==> src/rtl/exc_entry_pkg.sv <==
package exc_entry_pkg;

  localparam int ADDR_W = 32;
  localparam int KIND_W = 5;
  localparam int CODE_W = 5;
  localparam int DBG_W  = 6;

  typedef enum logic [KIND_W-1:0] {
    EK_RESET  = 5'd0,  EK_SRESET = 5'd1,  EK_NMI   = 5'd2,
    EK_DSS    = 5'd3,  EK_DINT   = 5'd4,  EK_DIB   = 5'd5,
    EK_DBP    = 5'd6,  EK_DDBS   = 5'd7,  EK_DDBL  = 5'd8,
    EK_INT    = 5'd9,  EK_MOD    = 5'd10, EK_TLBL  = 5'd11,
    EK_TLBS   = 5'd12, EK_ADEL   = 5'd13, EK_ADES  = 5'd14,
    EK_SYS    = 5'd15, EK_BRK    = 5'd16, EK_RI    = 5'd17,
    EK_CPU    = 5'd18, EK_OV     = 5'd19, EK_TRAP  = 5'd20
  } exc_kind_e;

  typedef enum logic [1:0] {
    CLS_NONE   = 2'd0,
    CLS_NORMAL = 2'd1,
    CLS_RESET  = 2'd2,
    CLS_DEBUG  = 2'd3
  } exc_class_e;

  // cause codes written for normal exceptions
  localparam logic [CODE_W-1:0] CC_INT  = 5'd0;
  localparam logic [CODE_W-1:0] CC_MOD  = 5'd1;
  localparam logic [CODE_W-1:0] CC_TLBL = 5'd2;
  localparam logic [CODE_W-1:0] CC_TLBS = 5'd3;
  localparam logic [CODE_W-1:0] CC_ADEL = 5'd4;
  localparam logic [CODE_W-1:0] CC_ADES = 5'd5;
  localparam logic [CODE_W-1:0] CC_SYS  = 5'd8;
  localparam logic [CODE_W-1:0] CC_BRK  = 5'd9;
  localparam logic [CODE_W-1:0] CC_RI   = 5'd10;
  localparam logic [CODE_W-1:0] CC_CPU  = 5'd11;
  localparam logic [CODE_W-1:0] CC_OV   = 5'd12;
  localparam logic [CODE_W-1:0] CC_TRAP = 5'd13;

  // debug flag bit positions
  localparam int DB_SS  = 0;
  localparam int DB_BP  = 1;
  localparam int DB_DBL = 2;
  localparam int DB_DBS = 3;
  localparam int DB_IB  = 4;
  localparam int DB_INT = 5;

  localparam logic [ADDR_W-1:0] RESET_VEC   = 32'hBFC0_0000;
  localparam logic [ADDR_W-1:0] DEBUG_VEC   = 32'hBFC0_0480;
  localparam logic [ADDR_W-1:0] BOOT_BASE   = 32'hBFC0_0200;
  localparam logic [ADDR_W-1:0] EBASE_KEEP  = ~32'h0000_03FF;
  localparam logic [ADDR_W-1:0] OFF_REFILL  = 32'h0000_0000;
  localparam logic [ADDR_W-1:0] OFF_GENERAL = 32'h0000_0180;
  localparam logic [ADDR_W-1:0] OFF_INTVEC  = 32'h0000_0200;
  localparam logic [ADDR_W-1:0] STEP_WORD   = 32'd4;
  localparam logic [ADDR_W-1:0] STEP_HALF   = 32'd2;

  typedef struct packed {
    logic              exl;
    logic              erl;
    logic              bev;
    logic              sr;
    logic              nmi;
    logic [1:0]        ksu;
    logic              bd;
    logic [CODE_W-1:0] code;
    logic [1:0]        ce;
    logic [ADDR_W-1:0] epc;
    logic [ADDR_W-1:0] errepc;
    logic [ADDR_W-1:0] depc;
    logic              dbg_mode;
    logic [DBG_W-1:0]  dbg_flags;
  } exc_image_t;

  // PC at which execution resumes after the handler
  function automatic logic [ADDR_W-1:0] f_resume_pc(
    input logic [ADDR_W-1:0] pc,
    input logic              isa16,
    input logic              dslot,
    input logic              b16
  );
    logic [ADDR_W-1:0] r;
    r = pc | {{(ADDR_W-1){1'b0}}, isa16};
    if (dslot) r = r - (b16 ? STEP_HALF : STEP_WORD);
    return r;
  endfunction

endpackage

==> src/rtl/exc_classify.sv <==
module exc_classify
  import exc_entry_pkg::*;
(
  input  logic [KIND_W-1:0] kind,
  input  logic              dbg_mode,
  output exc_class_e        cls,
  output logic [CODE_W-1:0] code,
  output logic [DBG_W-1:0]  dbg_hit,
  output logic              is_int,
  output logic              is_tlb,
  output logic              is_cpu,
  output logic              is_sreset,
  output logic              is_nmi,
  output logic              is_sstep
);

  always_comb begin
    cls       = CLS_NONE;
    code      = CC_INT;
    dbg_hit   = '0;
    is_int    = 1'b0;
    is_tlb    = 1'b0;
    is_cpu    = 1'b0;
    is_sreset = 1'b0;
    is_nmi    = 1'b0;
    is_sstep  = 1'b0;
    case (kind)
      EK_RESET:  cls = CLS_RESET;
      EK_SRESET: begin cls = CLS_RESET; is_sreset = 1'b1; end
      EK_NMI:    begin cls = CLS_RESET; is_nmi = 1'b1; end
      EK_DSS:    begin cls = CLS_DEBUG; dbg_hit[DB_SS] = 1'b1; is_sstep = 1'b1; end
      EK_DINT:   begin cls = CLS_DEBUG; dbg_hit[DB_INT] = 1'b1; end
      EK_DIB:    begin cls = CLS_DEBUG; dbg_hit[DB_IB] = 1'b1; end
      EK_DBP:    begin cls = CLS_DEBUG; dbg_hit[DB_BP] = 1'b1; end
      EK_DDBS:   begin cls = CLS_DEBUG; dbg_hit[DB_DBS] = 1'b1; end
      EK_DDBL:   begin cls = CLS_DEBUG; dbg_hit[DB_DBL] = 1'b1; end
      EK_INT: begin
        if (dbg_mode) begin
          // interrupt arriving in debug mode becomes a debug interrupt
          cls = CLS_DEBUG;
          dbg_hit[DB_INT] = 1'b1;
        end else begin
          cls    = CLS_NORMAL;
          is_int = 1'b1;
          code   = CC_INT;
        end
      end
      EK_MOD:  begin cls = CLS_NORMAL; code = CC_MOD; end
      EK_TLBL: begin cls = CLS_NORMAL; code = CC_TLBL; is_tlb = 1'b1; end
      EK_TLBS: begin cls = CLS_NORMAL; code = CC_TLBS; is_tlb = 1'b1; end
      EK_ADEL: begin cls = CLS_NORMAL; code = CC_ADEL; end
      EK_ADES: begin cls = CLS_NORMAL; code = CC_ADES; end
      EK_SYS:  begin cls = CLS_NORMAL; code = CC_SYS; end
      EK_BRK:  begin cls = CLS_NORMAL; code = CC_BRK; end
      EK_RI:   begin cls = CLS_NORMAL; code = CC_RI; end
      EK_CPU:  begin cls = CLS_NORMAL; code = CC_CPU; is_cpu = 1'b1; end
      EK_OV:   begin cls = CLS_NORMAL; code = CC_OV; end
      EK_TRAP: begin cls = CLS_NORMAL; code = CC_TRAP; end
      default: cls = CLS_NONE;
    endcase
  end

endmodule

==> src/rtl/exc_vector_gen.sv <==
module exc_vector_gen
  import exc_entry_pkg::*;
#(
  parameter int IP_W        = 8,
  parameter int SPACE_W     = 5,
  parameter int SPACE_SHIFT = 5
) (
  input  exc_class_e         cls,
  input  logic               is_int,
  input  logic               is_tlb,
  input  logic               refill,
  input  logic               exl,
  input  logic               bev,
  input  logic [ADDR_W-1:0]  ebase,
  input  logic               iv,
  input  logic               vint,
  input  logic               veic,
  input  logic [SPACE_W-1:0] space,
  input  logic [IP_W-1:0]    ip,
  output logic [ADDR_W-1:0]  offset,
  output logic [ADDR_W-1:0]  target
);

  localparam int VEC_W = (IP_W > 1) ? $clog2(IP_W) : 1;

  // index of the highest pending line, zero when none pends
  function automatic logic [VEC_W-1:0] f_highest(input logic [IP_W-1:0] lines);
    logic [VEC_W-1:0] h;
    h = '0;
    for (int i = 0; i < IP_W; i++) begin
      if (lines[i]) h = VEC_W'(i);
    end
    return h;
  endfunction

  // vectored interrupt offset for a given vector number
  function automatic logic [ADDR_W-1:0] f_spaced(
    input logic [ADDR_W-1:0]  vec,
    input logic [SPACE_W-1:0] sp
  );
    logic [ADDR_W-1:0] step;
    step = ADDR_W'(sp) << SPACE_SHIFT;
    return OFF_INTVEC + vec * step;
  endfunction

  logic [ADDR_W-1:0] base;
  logic [ADDR_W-1:0] vec_num;

  always_comb begin
    if (vint) vec_num = ADDR_W'(f_highest(ip));
    else      vec_num = ADDR_W'(ip);
  end

  always_comb begin
    base = bev ? BOOT_BASE : (ebase & EBASE_KEEP);
    if (is_int) begin
      if (!iv)              offset = OFF_GENERAL;
      else if (vint || veic) offset = f_spaced(vec_num, space);
      else                  offset = OFF_INTVEC;
    end else if (is_tlb && refill && !exl) begin
      offset = OFF_REFILL;
    end else begin
      offset = OFF_GENERAL;
    end
    case (cls)
      CLS_RESET: target = RESET_VEC;
      CLS_DEBUG: target = DEBUG_VEC;
      default:   target = base + offset;
    endcase
  end

endmodule

==> src/rtl/exc_state_next.sv <==
module exc_state_next
  import exc_entry_pkg::*;
(
  input  exc_class_e        cls,
  input  logic [CODE_W-1:0] code,
  input  logic [DBG_W-1:0]  dbg_hit,
  input  logic              is_cpu,
  input  logic              is_sreset,
  input  logic              is_nmi,
  input  logic              is_sstep,
  input  logic [1:0]        cop,
  input  logic [ADDR_W-1:0] pc,
  input  logic              isa16,
  input  logic              dslot,
  input  logic              b16,
  input  exc_image_t        cur,
  output logic [ADDR_W-1:0] resume,
  output exc_image_t        nxt
);

  always_comb begin
    resume = f_resume_pc(pc, isa16, dslot, b16);
    nxt    = cur;
    nxt.ksu = 2'b00;
    case (cls)
      CLS_NORMAL: begin
        if (!cur.exl) begin
          nxt.epc = resume;
          nxt.bd  = dslot;
        end
        nxt.exl  = 1'b1;
        nxt.code = code;
        if (is_cpu) nxt.ce = cop;
      end
      CLS_RESET: begin
        nxt.errepc = resume;
        nxt.erl    = 1'b1;
        nxt.bev    = 1'b1;
        if (is_sreset) nxt.sr  = 1'b1;
        if (is_nmi)    nxt.nmi = 1'b1;
        if (!cur.exl)  nxt.bd  = 1'b0;
      end
      CLS_DEBUG: begin
        nxt.dbg_flags = cur.dbg_flags | dbg_hit;
        nxt.depc      = is_sstep ? (pc | {{(ADDR_W-1){1'b0}}, isa16}) : resume;
        nxt.dbg_mode  = 1'b1;
        if (!cur.exl) nxt.bd = 1'b0;
      end
      default: nxt = cur;
    endcase
  end

endmodule

==> src/rtl/exc_entry_ctrl.sv <==
module exc_entry_ctrl
  import exc_entry_pkg::*;
#(
  parameter int IP_W        = 8,
  parameter int SPACE_W     = 5,
  parameter int SPACE_SHIFT = 5
) (
  input  logic               clk,
  input  logic               rst_n,
  input  logic               exc_valid,
  input  logic [4:0]         exc_kind,
  input  logic               exc_refill,
  input  logic [1:0]         exc_cop,
  input  logic [31:0]        cur_pc,
  input  logic               in_dslot,
  input  logic               dslot_b16,
  input  logic               isa16,
  input  logic               st_exl,
  input  logic               st_erl,
  input  logic               st_bev,
  input  logic               st_sr,
  input  logic               st_nmi,
  input  logic [1:0]         st_ksu,
  input  logic               ca_iv,
  input  logic               ca_bd,
  input  logic [4:0]         ca_code,
  input  logic [1:0]         ca_ce,
  input  logic [IP_W-1:0]    ca_ip,
  input  logic [31:0]        ebase,
  input  logic               vi_internal,
  input  logic               vi_external,
  input  logic [SPACE_W-1:0] vi_space,
  input  logic [31:0]        epc_in,
  input  logic [31:0]        errepc_in,
  input  logic [31:0]        depc_in,
  input  logic               dbg_mode_in,
  input  logic [5:0]         dbg_flags_in,
  output logic               ent_valid,
  output logic [31:0]        ent_pc,
  output logic               out_exl,
  output logic               out_erl,
  output logic               out_bev,
  output logic               out_sr,
  output logic               out_nmi,
  output logic [1:0]         out_ksu,
  output logic               out_bd,
  output logic [4:0]         out_code,
  output logic [1:0]         out_ce,
  output logic [31:0]        out_epc,
  output logic [31:0]        out_errepc,
  output logic [31:0]        out_depc,
  output logic               out_dbg_mode,
  output logic [5:0]         out_dbg_flags
);

  // named internal events, also observed by the bound checker
  exc_class_e        cls_now;
  exc_class_e        cls_q;
  logic [CODE_W-1:0] code_now;
  logic [DBG_W-1:0]  dbg_hit;
  logic              is_int, is_tlb, is_cpu, is_sreset, is_nmi, is_sstep;
  logic [ADDR_W-1:0] vec_offset;
  logic [ADDR_W-1:0] vec_target;
  logic [ADDR_W-1:0] resume_pc;
  logic              take_now;
  exc_image_t        cur_img;
  exc_image_t        nxt_img;
  exc_image_t        img_q;
  logic              valid_q;
  logic [ADDR_W-1:0] pc_q;

  always_comb begin
    cur_img.exl       = st_exl;
    cur_img.erl       = st_erl;
    cur_img.bev       = st_bev;
    cur_img.sr        = st_sr;
    cur_img.nmi       = st_nmi;
    cur_img.ksu       = st_ksu;
    cur_img.bd        = ca_bd;
    cur_img.code      = ca_code;
    cur_img.ce        = ca_ce;
    cur_img.epc       = epc_in;
    cur_img.errepc    = errepc_in;
    cur_img.depc      = depc_in;
    cur_img.dbg_mode  = dbg_mode_in;
    cur_img.dbg_flags = dbg_flags_in;
  end

  exc_classify u_cls (
    .kind      (exc_kind),
    .dbg_mode  (dbg_mode_in),
    .cls       (cls_now),
    .code      (code_now),
    .dbg_hit   (dbg_hit),
    .is_int    (is_int),
    .is_tlb    (is_tlb),
    .is_cpu    (is_cpu),
    .is_sreset (is_sreset),
    .is_nmi    (is_nmi),
    .is_sstep  (is_sstep)
  );

  exc_vector_gen #(
    .IP_W        (IP_W),
    .SPACE_W     (SPACE_W),
    .SPACE_SHIFT (SPACE_SHIFT)
  ) u_vec (
    .cls    (cls_now),
    .is_int (is_int),
    .is_tlb (is_tlb),
    .refill (exc_refill),
    .exl    (st_exl),
    .bev    (st_bev),
    .ebase  (ebase),
    .iv     (ca_iv),
    .vint   (vi_internal),
    .veic   (vi_external),
    .space  (vi_space),
    .ip     (ca_ip),
    .offset (vec_offset),
    .target (vec_target)
  );

  exc_state_next u_nxt (
    .cls       (cls_now),
    .code      (code_now),
    .dbg_hit   (dbg_hit),
    .is_cpu    (is_cpu),
    .is_sreset (is_sreset),
    .is_nmi    (is_nmi),
    .is_sstep  (is_sstep),
    .cop       (exc_cop),
    .pc        (cur_pc),
    .isa16     (isa16),
    .dslot     (in_dslot),
    .b16       (dslot_b16),
    .cur       (cur_img),
    .resume    (resume_pc),
    .nxt       (nxt_img)
  );

  assign take_now = exc_valid && (cls_now != CLS_NONE);

  always_ff @(posedge clk) begin
    if (!rst_n) begin
      valid_q <= 1'b0;
      pc_q    <= '0;
      img_q   <= '0;
      cls_q   <= CLS_NONE;
    end else begin
      valid_q <= take_now;
      if (take_now) begin
        pc_q  <= vec_target;
        img_q <= nxt_img;
        cls_q <= cls_now;
      end
    end
  end

  assign ent_valid     = valid_q;
  assign ent_pc        = pc_q;
  assign out_exl       = img_q.exl;
  assign out_erl       = img_q.erl;
  assign out_bev       = img_q.bev;
  assign out_sr        = img_q.sr;
  assign out_nmi       = img_q.nmi;
  assign out_ksu       = img_q.ksu;
  assign out_bd        = img_q.bd;
  assign out_code      = img_q.code;
  assign out_ce        = img_q.ce;
  assign out_epc       = img_q.epc;
  assign out_errepc    = img_q.errepc;
  assign out_depc      = img_q.depc;
  assign out_dbg_mode  = img_q.dbg_mode;
  assign out_dbg_flags = img_q.dbg_flags;

endmodule

==> config.mk <==
export PLATFORM = sky130hd
export DESIGN_NAME = exc_entry_ctrl
export DESIGN_NICKNAME = d
export VERILOG_FILES = /design/src/rtl/exc_entry_pkg.sv /design/src/rtl/exc_classify.sv /design/src/rtl/exc_vector_gen.sv /design/src/rtl/exc_state_next.sv /design/src/rtl/exc_entry_ctrl.sv
export SDC_FILE = /design/constraint.sdc
export NUM_CORES = 1
export LEC_CHECK = 0
export CAP_MARGIN = 0
export CORE_MARGIN = 4
export CORE_UTILIZATION = 35
export CTS_CLUSTER_DIAMETER = 120
export CTS_CLUSTER_SIZE = 14
export DETAILED_ROUTE_END_ITERATION = 10
export DONT_BUFFER_PORTS = 1
export SETUP_SLACK_MARGIN = 0.05
export SLEW_MARGIN = 10
export SYNTH_ARGS = -nofsm -noshare
export SYNTH_HDL_FRONTEND = slang
export SYNTH_HIERARCHICAL = 1
export SYNTH_SLANG_ARGS = --single-unit
export TNS_END_PERCENT = 30
==> constraint.sdc <==
create_clock -name clk -period 8.3 [get_ports clk]
set_clock_uncertainty 0.05 [all_clocks]
set_input_delay 0.83 -clock clk [delete_from_list [all_inputs] [get_ports clk]]
set_output_delay 0.83 -clock clk [all_outputs]
set_load 0.01 [all_outputs]
# ---- Word-level counts from Yosys, hierarchy flattened
# Index checks and enable logic that the tools add are counted.
dict set report op_classes {
  mux 46
  n_reduce_logical 13
  bitwise 2
  add_sub_neg 3
  n_mul 1
  eq_ne 23
}
# cell count
set ops {}
lappend ops {{2-to-1 mux 32 bit} 8}
lappend ops {{2-to-1 mux 39 bit} 2}
lappend ops {{one-hot mux 32 bit (2 select lines)} 1}
lappend ops {{one-hot mux 4 bit (11 select lines)} 1}
lappend ops {{equality test 5 x 4 -> 1 bit (second input constant)} 8}
lappend ops {{adder 10 x 32 -> 32 bit (first input constant)} 1}
lappend ops {{adder 32 bit} 1}
lappend ops {{OR 32 x 1 -> 32 bit} 1}
lappend ops {{subtractor 32 bit} 1}
lappend ops {{equality test 5 bit (second input constant)} 5}
lappend ops {{equality test 5 x 3 -> 1 bit (second input constant)} 4}
lappend ops {{2-to-1 mux 1 bit} 18}
lappend ops {{2-to-1 mux 3 bit} 5}
lappend ops {{multiplier 8 x 5 -> 13 bit} 1}
lappend ops {{OR reduction 11 bit} 1}
lappend ops {{equality test 5 x 2 -> 1 bit (second input constant)} 2}
lappend ops {{2-to-1 mux 2 bit} 5}
lappend ops {{2-to-1 mux 9 bit} 1}
lappend ops {{2-to-1 mux 8 bit} 1}
lappend ops {{one-hot mux 2 bit (4 select lines)} 1}
lappend ops {{OR 6 bit} 1}
lappend ops {{OR reduction 3 bit} 2}
lappend ops {{OR reduction 6 bit} 1}
lappend ops {{equality test 5 x 1 -> 1 bit (second input constant)} 1}
lappend ops {{other kinds (10)} 15}
dict set report totals {
  regBits 151
  output_inout_bits 151
  wordCells 104
}

# ---- Logic depth before layout (Yosys ltp)
# Gate-level depths: netlist of the first run.
dict set report depth {
  word_depth 15
  depth_mapped 31
  ltp_nobuf 30
}

# ---- Modules after synthesis
# Netlist of the first run, hierarchy kept.
# module instances area_per_inst_um2 cells_per_inst
set by_module_without_submodules {}
lappend by_module_without_submodules {exc_entry_ctrl 1 5940.7 653}
lappend by_module_without_submodules {exc_vector_gen 1 2880.3 410}
lappend by_module_without_submodules {exc_state_next 1 2600.0 462}
lappend by_module_without_submodules {exc_classify 1 285.3 48}

# ---- Worst setup path after synthesis of the first run
# No wires, ideal clock.
dict set report synth_timing {
  path_type {input to register}
  startpoint {input port vi_internal}
  endpoint {register pc_q[20], in the netlist ent_pc[20]}
  n_path_buf 1
  arrival_time_ns 6.538
  path_stages 26
  slack_ns 1.586
  cell_sequence {clkbuf_1 o21ai_0 nor2b_1 fa_1 fa_1 inv_1 fa_1 inv_1 ha_1 o21ai_1 or4b_1 nand4_2 nand4_2 nor4_4 xnor2_1 nor2_1 ha_1 and3_1 nand4_1 nand2_1 a41oi_1 a21oi_1 a211oi_1 mux2_1 nand2_1 mux2i_1}
}
dict set report synth_via {
  elab_chain_cells 8
  elab_cells_between_ends 9
  classes_between {2 x add/sub; 1 x mul; 5 x mux; 1 x reduce/logical}
}
# element line_no
set synth_rtl {}
lappend synth_rtl {{start: declaration} exc_entry_ctrl.sv:30} ;# input logic vi_internal,
lappend synth_rtl {{2-to-1 mux 8 bit} exc_vector_gen.sv:50} ;# if (vint) vec_num = ADDR_W'(f_highest(ip));
lappend synth_rtl {{multiplier 8 x 5 -> 13 bit} exc_vector_gen.sv:43} ;# return OFF_INTVEC + vec * step;
lappend synth_rtl {{adder 10 x 32 -> 32 bit} exc_vector_gen.sv:43}
lappend synth_rtl {{2-to-1 mux 32 bit (*)} exc_vector_gen.sv:58} ;# else if (vint || veic) offset = f_spaced(vec_num, space);
lappend synth_rtl {{2-to-1 mux 32 bit (*)} exc_vector_gen.sv:57} ;# if (!iv) offset = OFF_GENERAL;
lappend synth_rtl {{2-to-1 mux 32 bit (*)} exc_vector_gen.sv:56} ;# if (is_int) begin
lappend synth_rtl {{named net vec_offset[16]} exc_entry_ctrl.sv:62} ;# logic [ADDR_W-1:0] vec_offset;
lappend synth_rtl {{adder 32 bit (*)} exc_vector_gen.sv:68} ;# default: target = base + offset;
lappend synth_rtl {{one-hot mux 32 bit (2 select lines) (*)} exc_vector_gen.sv:65} ;# case (cls)
lappend synth_rtl {{named net vec_target[20]} exc_entry_ctrl.sv:63} ;# logic [ADDR_W-1:0] vec_target;
lappend synth_rtl {{end signal: assignment} exc_entry_ctrl.sv:153} ;# pc_q <= vec_target;
lappend synth_rtl {{end: declaration} exc_entry_ctrl.sv:70} ;# logic [ADDR_W-1:0] pc_q;
# Mark *: on every way through the listed nets, which the timed path passes. The rest lies on a longest branch.
# A chain may end at the register's enable or synchronous reset.

# ---- Worst setup path after layout of the first run
dict set report layout_timing {
  startpoint {input port ca_ip[2]}
  endpoint {register pc_q[28], in the netlist ent_pc[28]}
}
dict set report layout_via {
  elab_chain_cells 14
}
# element line_no
set layout_rtl {}
lappend layout_rtl {{start: declaration} exc_entry_ctrl.sv:28} ;# input logic [IP_W-1:0] ca_ip,
lappend layout_rtl {{2-to-1 mux 2 bit (2 in a row)} exc_vector_gen.sv:31} ;# if (lines[i]) h = VEC_W'(i);
lappend layout_rtl {{2-to-1 mux 3 bit (4 in a row)} exc_vector_gen.sv:31}
lappend layout_rtl {{2-to-1 mux 8 bit (*)} exc_vector_gen.sv:50}
lappend layout_rtl {{multiplier 8 x 5 -> 13 bit (*)} exc_vector_gen.sv:43}
lappend layout_rtl {{adder 10 x 32 -> 32 bit (*)} exc_vector_gen.sv:43}
lappend layout_rtl {{2-to-1 mux 32 bit (*)} exc_vector_gen.sv:58}
lappend layout_rtl {{2-to-1 mux 32 bit (*)} exc_vector_gen.sv:57}
lappend layout_rtl {{2-to-1 mux 32 bit (*)} exc_vector_gen.sv:56}
lappend layout_rtl {{named net vec_offset[19]} exc_entry_ctrl.sv:62}
lappend layout_rtl {{adder 32 bit (*)} exc_vector_gen.sv:68}
lappend layout_rtl {{one-hot mux 32 bit (2 select lines) (*)} exc_vector_gen.sv:65}
lappend layout_rtl {{named net vec_target[28]} exc_entry_ctrl.sv:63}
# Marks and branches as above.

==> tab_implementation.tex, run 1 <==
\begin{tabular}{lr}
\hline
Metric & Value \\
\hline
\multicolumn{2}{l}{\textbf{GRT}} \\
Residual overflow from global routing & 0 \\
Number of global-route vias before repair & about 9500 \\
Total GRT Usage & between 20 and 25\% \\
Initial antenna violation count & 6 \\
Maximum number of pins on one net before global-route repair & a little over 300 \\
Global-route wire length before repair & roughly 57 mm \\
\multicolumn{2}{l}{\textbf{Worst hold path}} \\
Worst min path class & register to register \\
WHS Path Cells & 2 \\
Hold Startpoint & out\_dbg\_flags[5] \\
Endpoint with the worst hold slack & out\_dbg\_flags[5] \\
\multicolumn{2}{l}{\textbf{Critical path}} \\
Launch point of the worst reg-to-reg path & ent\_pc[31] \\
End of the worst register-to-register path & ent\_pc[31] \\
Slowest stage delay, CP & 550 ps \\
CP Max Fanout & 8 \\
Cell at the slowest stage of the critical path & fa\_1 \\
CP Launch Type & input pin \\
Data arrival at the endpoint of the critical path & 7200 ps \\
Critical Setup Path Class & input pin to register \\
Most prevalent standard cell on the critical path & a21oi\_1 \\
Crit path capture type & register \\
Flop2flop setup slack & $\sim$7500 ps \\
Cells on worst reg2reg path & 2 \\
Endpoint required time on the critical path & around 8600 ps \\
Crit. Startpoint & ca\_ip[2] \\
\multicolumn{2}{l}{\textbf{Clock network}} \\
Number of sinks handled by clock tree synthesis & 151 \\
Clk root buf & clkbuf\_16 \\
Number of buffers inserted to repair setup after CTS & 0 \\
Number of levels the H-tree was split into & 4 \\
Buffer depth of the longest clock path & 2 \\
Clock input transition at the sequential cells of the worst setup and hold paths & about 70 ps \\
Worst-skew pair later-pin latency & about 440 ps \\
Clock tree from TritonCTS & built \\
CTS-repair resized insts & 0 \\
Hold buffer count at CTS & 0 \\
CTS Buf Count & 17 \\
\multicolumn{2}{l}{\textbf{Die}} \\
Std-Cell Core Area & 31900 µm² \\
Y dimension of the die & approximately 190 µm \\
Effective utilization at floorplan & about 36\% \\
DIE WIDTH & $\sim$190 µm \\
Number of placement rows & 65 \\
Area of the die & about 36000 µm² \\
Top Ports & 363 \\
\multicolumn{2}{l}{\textbf{Synthesis}} \\
Post-synthesis cell area & roughly 11000 µm² \\
Mean Syn Cell Area & $\sim$7.5 µm² \\
Syn. warnings & 6 \\
Synth Instances & approximately 1500 \\
\multicolumn{2}{l}{\textbf{Timing}} \\
Unrepaired setup endpoints after global routing & false \\
Highest achievable clock rate & between 100 and 150 MHz \\
Final Cycle Share & about 83\% \\
Final critical delay including setup and external delays & between 6000 and 7000 ps \\
Setup TNS after final layout & 0 ps \\
Hold violation total from the final report & 0 \\
Final max-slew violation count & 0 \\
Transition at the pin with the smallest max-transition slack & about 1000 ps \\
Relative slew slack & 29.6\% \\
Final count of negative-setup-slack endpoints & 0 \\
\multicolumn{2}{l}{\textbf{Routing}} \\
Number of DRC markers in iteration 0 & between 600 and 700 \\
Routed length per placed instance & just under 20 µm \\
Number of iterations in the first detailed-routing pass & 5 \\
Routed vias/inst & 5.33 \\
DRC violation count after routing & 0 \\
Detailed-route wire length & $\sim$37 mm \\
Overall via count from detail\_route & $\sim$10000 \\
Number of nets still failing antenna checks after routing & 0 \\
\multicolumn{2}{l}{\textbf{Finish}} \\
Core utilization of the finished layout & about two fifths \\
Share of final-layout standard cells stronger than drive strength 1 & 5.67\% \\
NumNets Final & approximately 1700 \\
Signed area change from the synthesized netlist to the final layout & 5.93\% \\
\multicolumn{2}{l}{\textbf{Power and ir drop}} \\
Leak pwr & between 4 and 5 nW \\
Max rail drop VDD & 0.000142 V \\
Total power per unit cell area & 171 nW/µm² \\
\multicolumn{2}{l}{\textbf{Placement}} \\
Final RePlAce weighted congestion & roughly 0.88 \\
Port-buffer cells & 0 \\
Dpl hpwl & $\sim$29 mm \\
\multicolumn{2}{l}{\textbf{Flow run}} \\
\# Max-Cap Violations & 0 \\
\multicolumn{2}{l}{\textbf{Run status}} \\
Outcome & completed \\
\hline
\end{tabular}
[registers in the layout, summed over array words and instances (netlist names)]
register / count
out_ksu: 2
ent_pc: 32
out_bd: 1
ent_valid: 1
out_depc: 32
out_errepc: 32
out_nmi: 1
out_code: 5
out_sr: 1
out_ce: 2
out_epc: 32
out_dbg_flags: 6
out_exl: 1
out_dbg_mode: 1
out_bev: 1
out_erl: 1
[final cells by class]
class / instances / area, µm²
Multi-Input combinational cell: 1231 / 7790
Clock inverter: 12 / 91.3
Sequential cell: 151 / 3020
Fill cell: 3420 / 19700
Timing Repair Buffer: 10 / 75.1
Tap cell: 435 / 544
Clock buffer: 20 / 457
Inverter: 39 / 146
Antenna cell: 3 / 7.51
[worst max path at each step]
stage / to / slack (ps) / cells after the start
after global placement: ent_pc[20] / 1200 / 28
after detailed placement: ent_pc[20] / 1050 / 28
after CTS: ent_pc[20] / 1530 / 28
after global routing: ent_pc[28] / 880 / 28
final: ent_pc[28] / 1430 / 28
after floorplan: ent_pc[20] / 1590 / 26
[critical path, delay by kind of cell]
family | cells | cell delay [ps]
buffers and inverters | 2 | 70
AOI/OAI and AO/OA | 8 | 1430
and+or+nand+nor | 10 | 2100
adders and majority gates | 6 | 2380
xor gates and xnor gates | 1 | 270
muxes | 1 | 120
[routing by layer]
metal | up-vias | routed length [µm] | global-route usage (%)
met5 | - | 48 | 0
met4 | 8 | 918 | 6.33
met3 | 50 | 3580 | 7.60
met2 | 354 | 16700 | 31.0
met1 | 4759 | 16000 | 26.1
li1 | 4953 | - | -
[report_power, final]
part,internal (mW),total [mW],switching (mW)
clock network,0.402,0.754,0.352
registers,0.778,0.848,0.0699
logic,0.197,0.469,0.272
total,1.38,2.07,0.694
[cell usage in the layout, fill, tap and decap left out, drive strengths merged, types with 13 or more instances in the layout]
cell type  count
xnor2         62
nor2         105
nor2b         31
clkbuf        20
nand2b        18
nor3          34
nand4         14
a21o          15
a21oi         70
fa            20
xor2          21
mux2i        152
dfxtp        151
nand2        413
nand3         13
inv           43
o21ai         83
and2          24
ha            38
nor4          23
[through the flow]
| step | hold WS (ps) | worst slack, ps | instances | power (mW) | cell area, µm² |
|---|---|---|---|---|---|
| floorplan | 429 | 1590 | 1527 | 1.26 | 11500 |
| global placement | 440 | 1200 | 1866 | 1.32 | 11600 |
| detailed placement | 446 | 1050 | 1866 | 1.33 | 11600 |
| CTS | 450 | 1530 | 1898 | 2.10 | 12100 |
| global route | 479 | 884 | 1900 | 2.19 | 12100 |
| finish | 454 | 1430 | 1901 | 2.07 | 12100 |
No activity file was read; power rests on OpenSTA's default activity.
==> run 2, diff against run 1 <==
==> constraint.sdc (replaced) <==
create_clock -name clk -period 5.9 [get_ports clk]
set_clock_uncertainty 0.05 [all_clocks]
set_input_delay 0.59 -clock clk [delete_from_list [all_inputs] [get_ports clk]]
set_output_delay 0.59 -clock clk [all_outputs]
set_load 0.01 [all_outputs]
==> run 2 against run 1 <==
Net effect: clock-buffer cell count is 3 lower; sequential share of layout area shrank 1.6 points; utilization is 2.7 points higher; die area unchanged; final cell count increased by 3.3%; worst setup slack got worse by 1300 ps; sequential cell count unchanged; critical path type unchanged; largest cell class unchanged.
==> tab_implementation.tex, run 2 (synthesis results as in run 1) <==
\begin{tabular}{lr}
\hline
Metric & Value \\
\hline
\multicolumn{2}{l}{\textbf{Routing}} \\
Routed length per placed instance & 19.7 µm (+0.78\%) \\
DRC violation count after routing & 0 (unchanged) \\
Wire length on met1 & 16.6 mm (+4.0\%) \\
DR top layer & met4 \\
Number of DRC markers in iteration 0 & 643 (-0.16\%) \\
Routed wl met3 & 3.29 mm (-8.2\%) \\
Detailed-route wire length & 38.7 mm (+4.1\%) \\
Overall via count from detail\_route & 10400 (+2.4\%) \\
Routed vias/inst & 5.28 (-0.82\%) \\
Number of iterations in the first detailed-routing pass & 6 (+1) \\
Met2 routed WL & 17.9 mm (+7.2\%) \\
Number of nets still failing antenna checks after routing & 0 (unchanged) \\
\multicolumn{2}{l}{\textbf{Placement}} \\
Dpl hpwl & 29.7 mm (+4.1\%) \\
Dpl ws & -369 ps (-1420 ps) \\
Final RePlAce weighted congestion & 0.848 (-3.2\%) \\
Port-buffer cells & 0 (unchanged) \\
\multicolumn{2}{l}{\textbf{Timing}} \\
Unrepaired setup endpoints after global routing & true \\
Highest achievable clock rate & around 170 MHz \\
Hold violation total from the final report & 0 (unchanged) \\
Final WS setup & 161 ps (-1260 ps) \\
Setup TNS after final layout & 0 ps (unchanged) \\
Relative slew slack & 28.5\% (-1.1 points) \\
Final hold slack & 232 ps (-222 ps) \\
Final max-slew violation count & 0 (unchanged) \\
Final Cycle Share & between 90\% and 100\% \\
Final count of negative-setup-slack endpoints & 0 (unchanged) \\
Transition at the pin with the smallest max-transition slack & 1070 ps (+23.1 ps) \\
Final critical delay including setup and external delays & around 5700 ps \\
\multicolumn{2}{l}{\textbf{Die}} \\
Std-Cell Core Area & 31900 µm² (unchanged) \\
DIE WIDTH & 189 µm (unchanged) \\
Area of the die & 35700 µm² (unchanged) \\
Y dimension of the die & 189 µm (unchanged) \\
Effective utilization at floorplan & 35.9\% (unchanged) \\
Top Ports & 363 (unchanged) \\
Number of placement rows & 65 (unchanged) \\
\multicolumn{2}{l}{\textbf{Critical path}} \\
Flop2flop setup slack & 5090 ps (-2400 ps) \\
Most prevalent standard cell on the critical path & fa\_1 \\
Endpoint required time on the critical path & 6240 ps (-2390 ps) \\
Launch point of the worst reg-to-reg path & ent\_pc[31] \\
Crit. Startpoint & ca\_ip[2] \\
Slowest stage delay, CP & 520 ps (-30 ps) \\
CP Launch Type & input pin \\
Cells on worst reg2reg path & 2 (unchanged) \\
Data arrival at the endpoint of the critical path & 6080 ps (-1120 ps) \\
Critical Setup Path Class & input pin to register \\
Crit path capture & ent\_pc[28] \\
CP Max Fanout & 5 (-3) \\
Crit path capture type & register \\
End of the worst register-to-register path & ent\_pc[31] \\
Cell at the slowest stage of the critical path & or4b\_1 \\
\multicolumn{2}{l}{\textbf{GRT}} \\
Global-route wire length before repair & 57.7 mm (+1.8\%) \\
Initial antenna violation count & 1 (-5) \\
Number of global-route vias before repair & 9721 (+2.7\%) \\
Residual overflow from global routing & 0 (unchanged) \\
Total GRT Usage & 20.6\% (+0.46 points) \\
Maximum number of pins on one net before global-route repair & 302 (unchanged) \\
\multicolumn{2}{l}{\textbf{Power and ir drop}} \\
Total power per unit cell area & 255 nW/µm² (+50\%) \\
Internal power & 2.26 mW (+64\%) \\
Max rail drop VDD & 0.000216 V (+52\%) \\
Part of the total power dissipated in sequential elements & 35.9\% (-5.1 points) \\
Power spent charging and discharging nets & 1.05 mW (+52\%) \\
Switching Fraction & 31.8\% (-1.7 points) \\
Comb pwr share & 25.5\% (+2.9 points) \\
Leak pwr & 5.29 nW (+8.4\%) \\
Fraction of power consumed by the clock network & 38.6\% (+2.2 points) \\
\multicolumn{2}{l}{\textbf{Finish}} \\
Commonest cells after routing, fill and taps aside & nand2\_1 (410), mux2i\_1 (152), dfxtp\_1 (151), nor2\_1 (102), buf\_4 (73) \\
Core utilization of the finished layout & 40.7\% (+2.7 points) \\
NumNets Final & 1784 (+3.7\%) \\
Signed area change from the synthesized netlist to the final layout & 13.4\% \\
Most common library cell in the layout ignoring fill and taps & nand2\_1 \\
Share of final-layout standard cells stronger than drive strength 1 & 12.0\% (+6.4 points) \\
Number of filler instances in the final layout & 3297 (-3.6\%) \\
\multicolumn{2}{l}{\textbf{Clock network}} \\
Buffer depth of the longest clock path & 2 (unchanged) \\
Number of sinks handled by clock tree synthesis & 151 (unchanged) \\
Hold buffer count at CTS & 0 (unchanged) \\
Clock input transition at the sequential cells of the worst setup and hold paths & 70 ps (about the same) \\
Number of levels the H-tree was split into & 4 (unchanged) \\
Worst-skew pair later-pin latency & 450 ps (about the same) \\
CTS Buf Count & 17 (unchanged) \\
Clock tree from TritonCTS & built \\
Clk root buf & clkbuf\_16 \\
\multicolumn{2}{l}{\textbf{Worst hold path}} \\
Worst min path class & input pin to register \\
\multicolumn{2}{l}{\textbf{Flow run}} \\
\# Max-Cap Violations & 0 (unchanged) \\
\multicolumn{2}{l}{\textbf{Run status}} \\
Outcome & completed \\
\hline
\end{tabular}
-- run 2: changes by cell type in the layout (fill, tap and decap cells not counted), sizes merged --
cell,previous run,this run
diode,3,1
clkbuf,20,17
buf,10,74
bufinv,0,5
clkinv,6,4
-- run 2: layout make-up --
type	instances	area [µm²]	share of cell area, %
multi-input combinational	1231	8030	61.8
sequential	151	3020	23.3
timing repair buffer	74	568	4.37
tap	435	544	4.19
clock buffer	17	425	3.27
clock inverter	15	240	1.85
inverter	39	159	1.22
antenna	1	2.50	0.0193
-- run 2: metal layers --
layer / global-route usage (%) / up-vias
li1: - / 5073
met1: 26.7 / 4854
met2: 33.1 / 387
met3: 5.90 / 54
met4: 6.59 / 0
met5: 0 / -
-- run 2: worst min path at each step --
stage                     slack, ps         end        from  cells past startpoint
final                           230     out_exl       rst_n                      2
after floorplan                 430   ent_pc[0]   ent_pc[0]                      2
after global placement          440  out_epc[0]  out_epc[0]                      2
after CTS                       210   ent_valid       rst_n                      1
after global routing            240     out_nmi       rst_n                      2
after detailed placement        450   out_ce[0]   out_ce[0]                      2
-- run 2: critical path, delay by kind of cell --
kind | cells | cell delay (ps)
adder cells (fa/ha/maj) | 6 | 2180
multiplexers | 1 | 110
XOR/XNOR | 2 | 340
AO/OA/AOI/OAI | 7 | 980
AND/OR/NAND/NOR | 11 | 1660
buffers and inverters | 3 | 200
-- run 2: power groups by stage --
stage | sequential [mW] | clock (mW) | combinational (mW)
after floorplan | 1.19 | 0 | 0.618
after global placement | 1.21 | 0 | 0.787
after detailed placement | 1.21 | 0 | 0.801
after CTS | 1.19 | 1.31 | 0.810
after global routing | 1.20 | 1.35 | 0.944
final | 1.19 | 1.28 | 0.846
-- run 2: metrics by stage --
stage               std cells  power, mW  cell area [µm²]
floorplan                1527       1.81            11600
global placement         1923       2.00            12200
detailed placement       1923       2.02            12200
CTS                      1955       3.31            12800
global route             1963       3.49            13000
finish                   1963       3.32            13000
-- run 2: timing repair --
action | 4_1_cts | 5_1_grt
setup endpoints to repair | 0 | 14
setup buffers | 0 | 7
gates resized for setup | 0 | 23
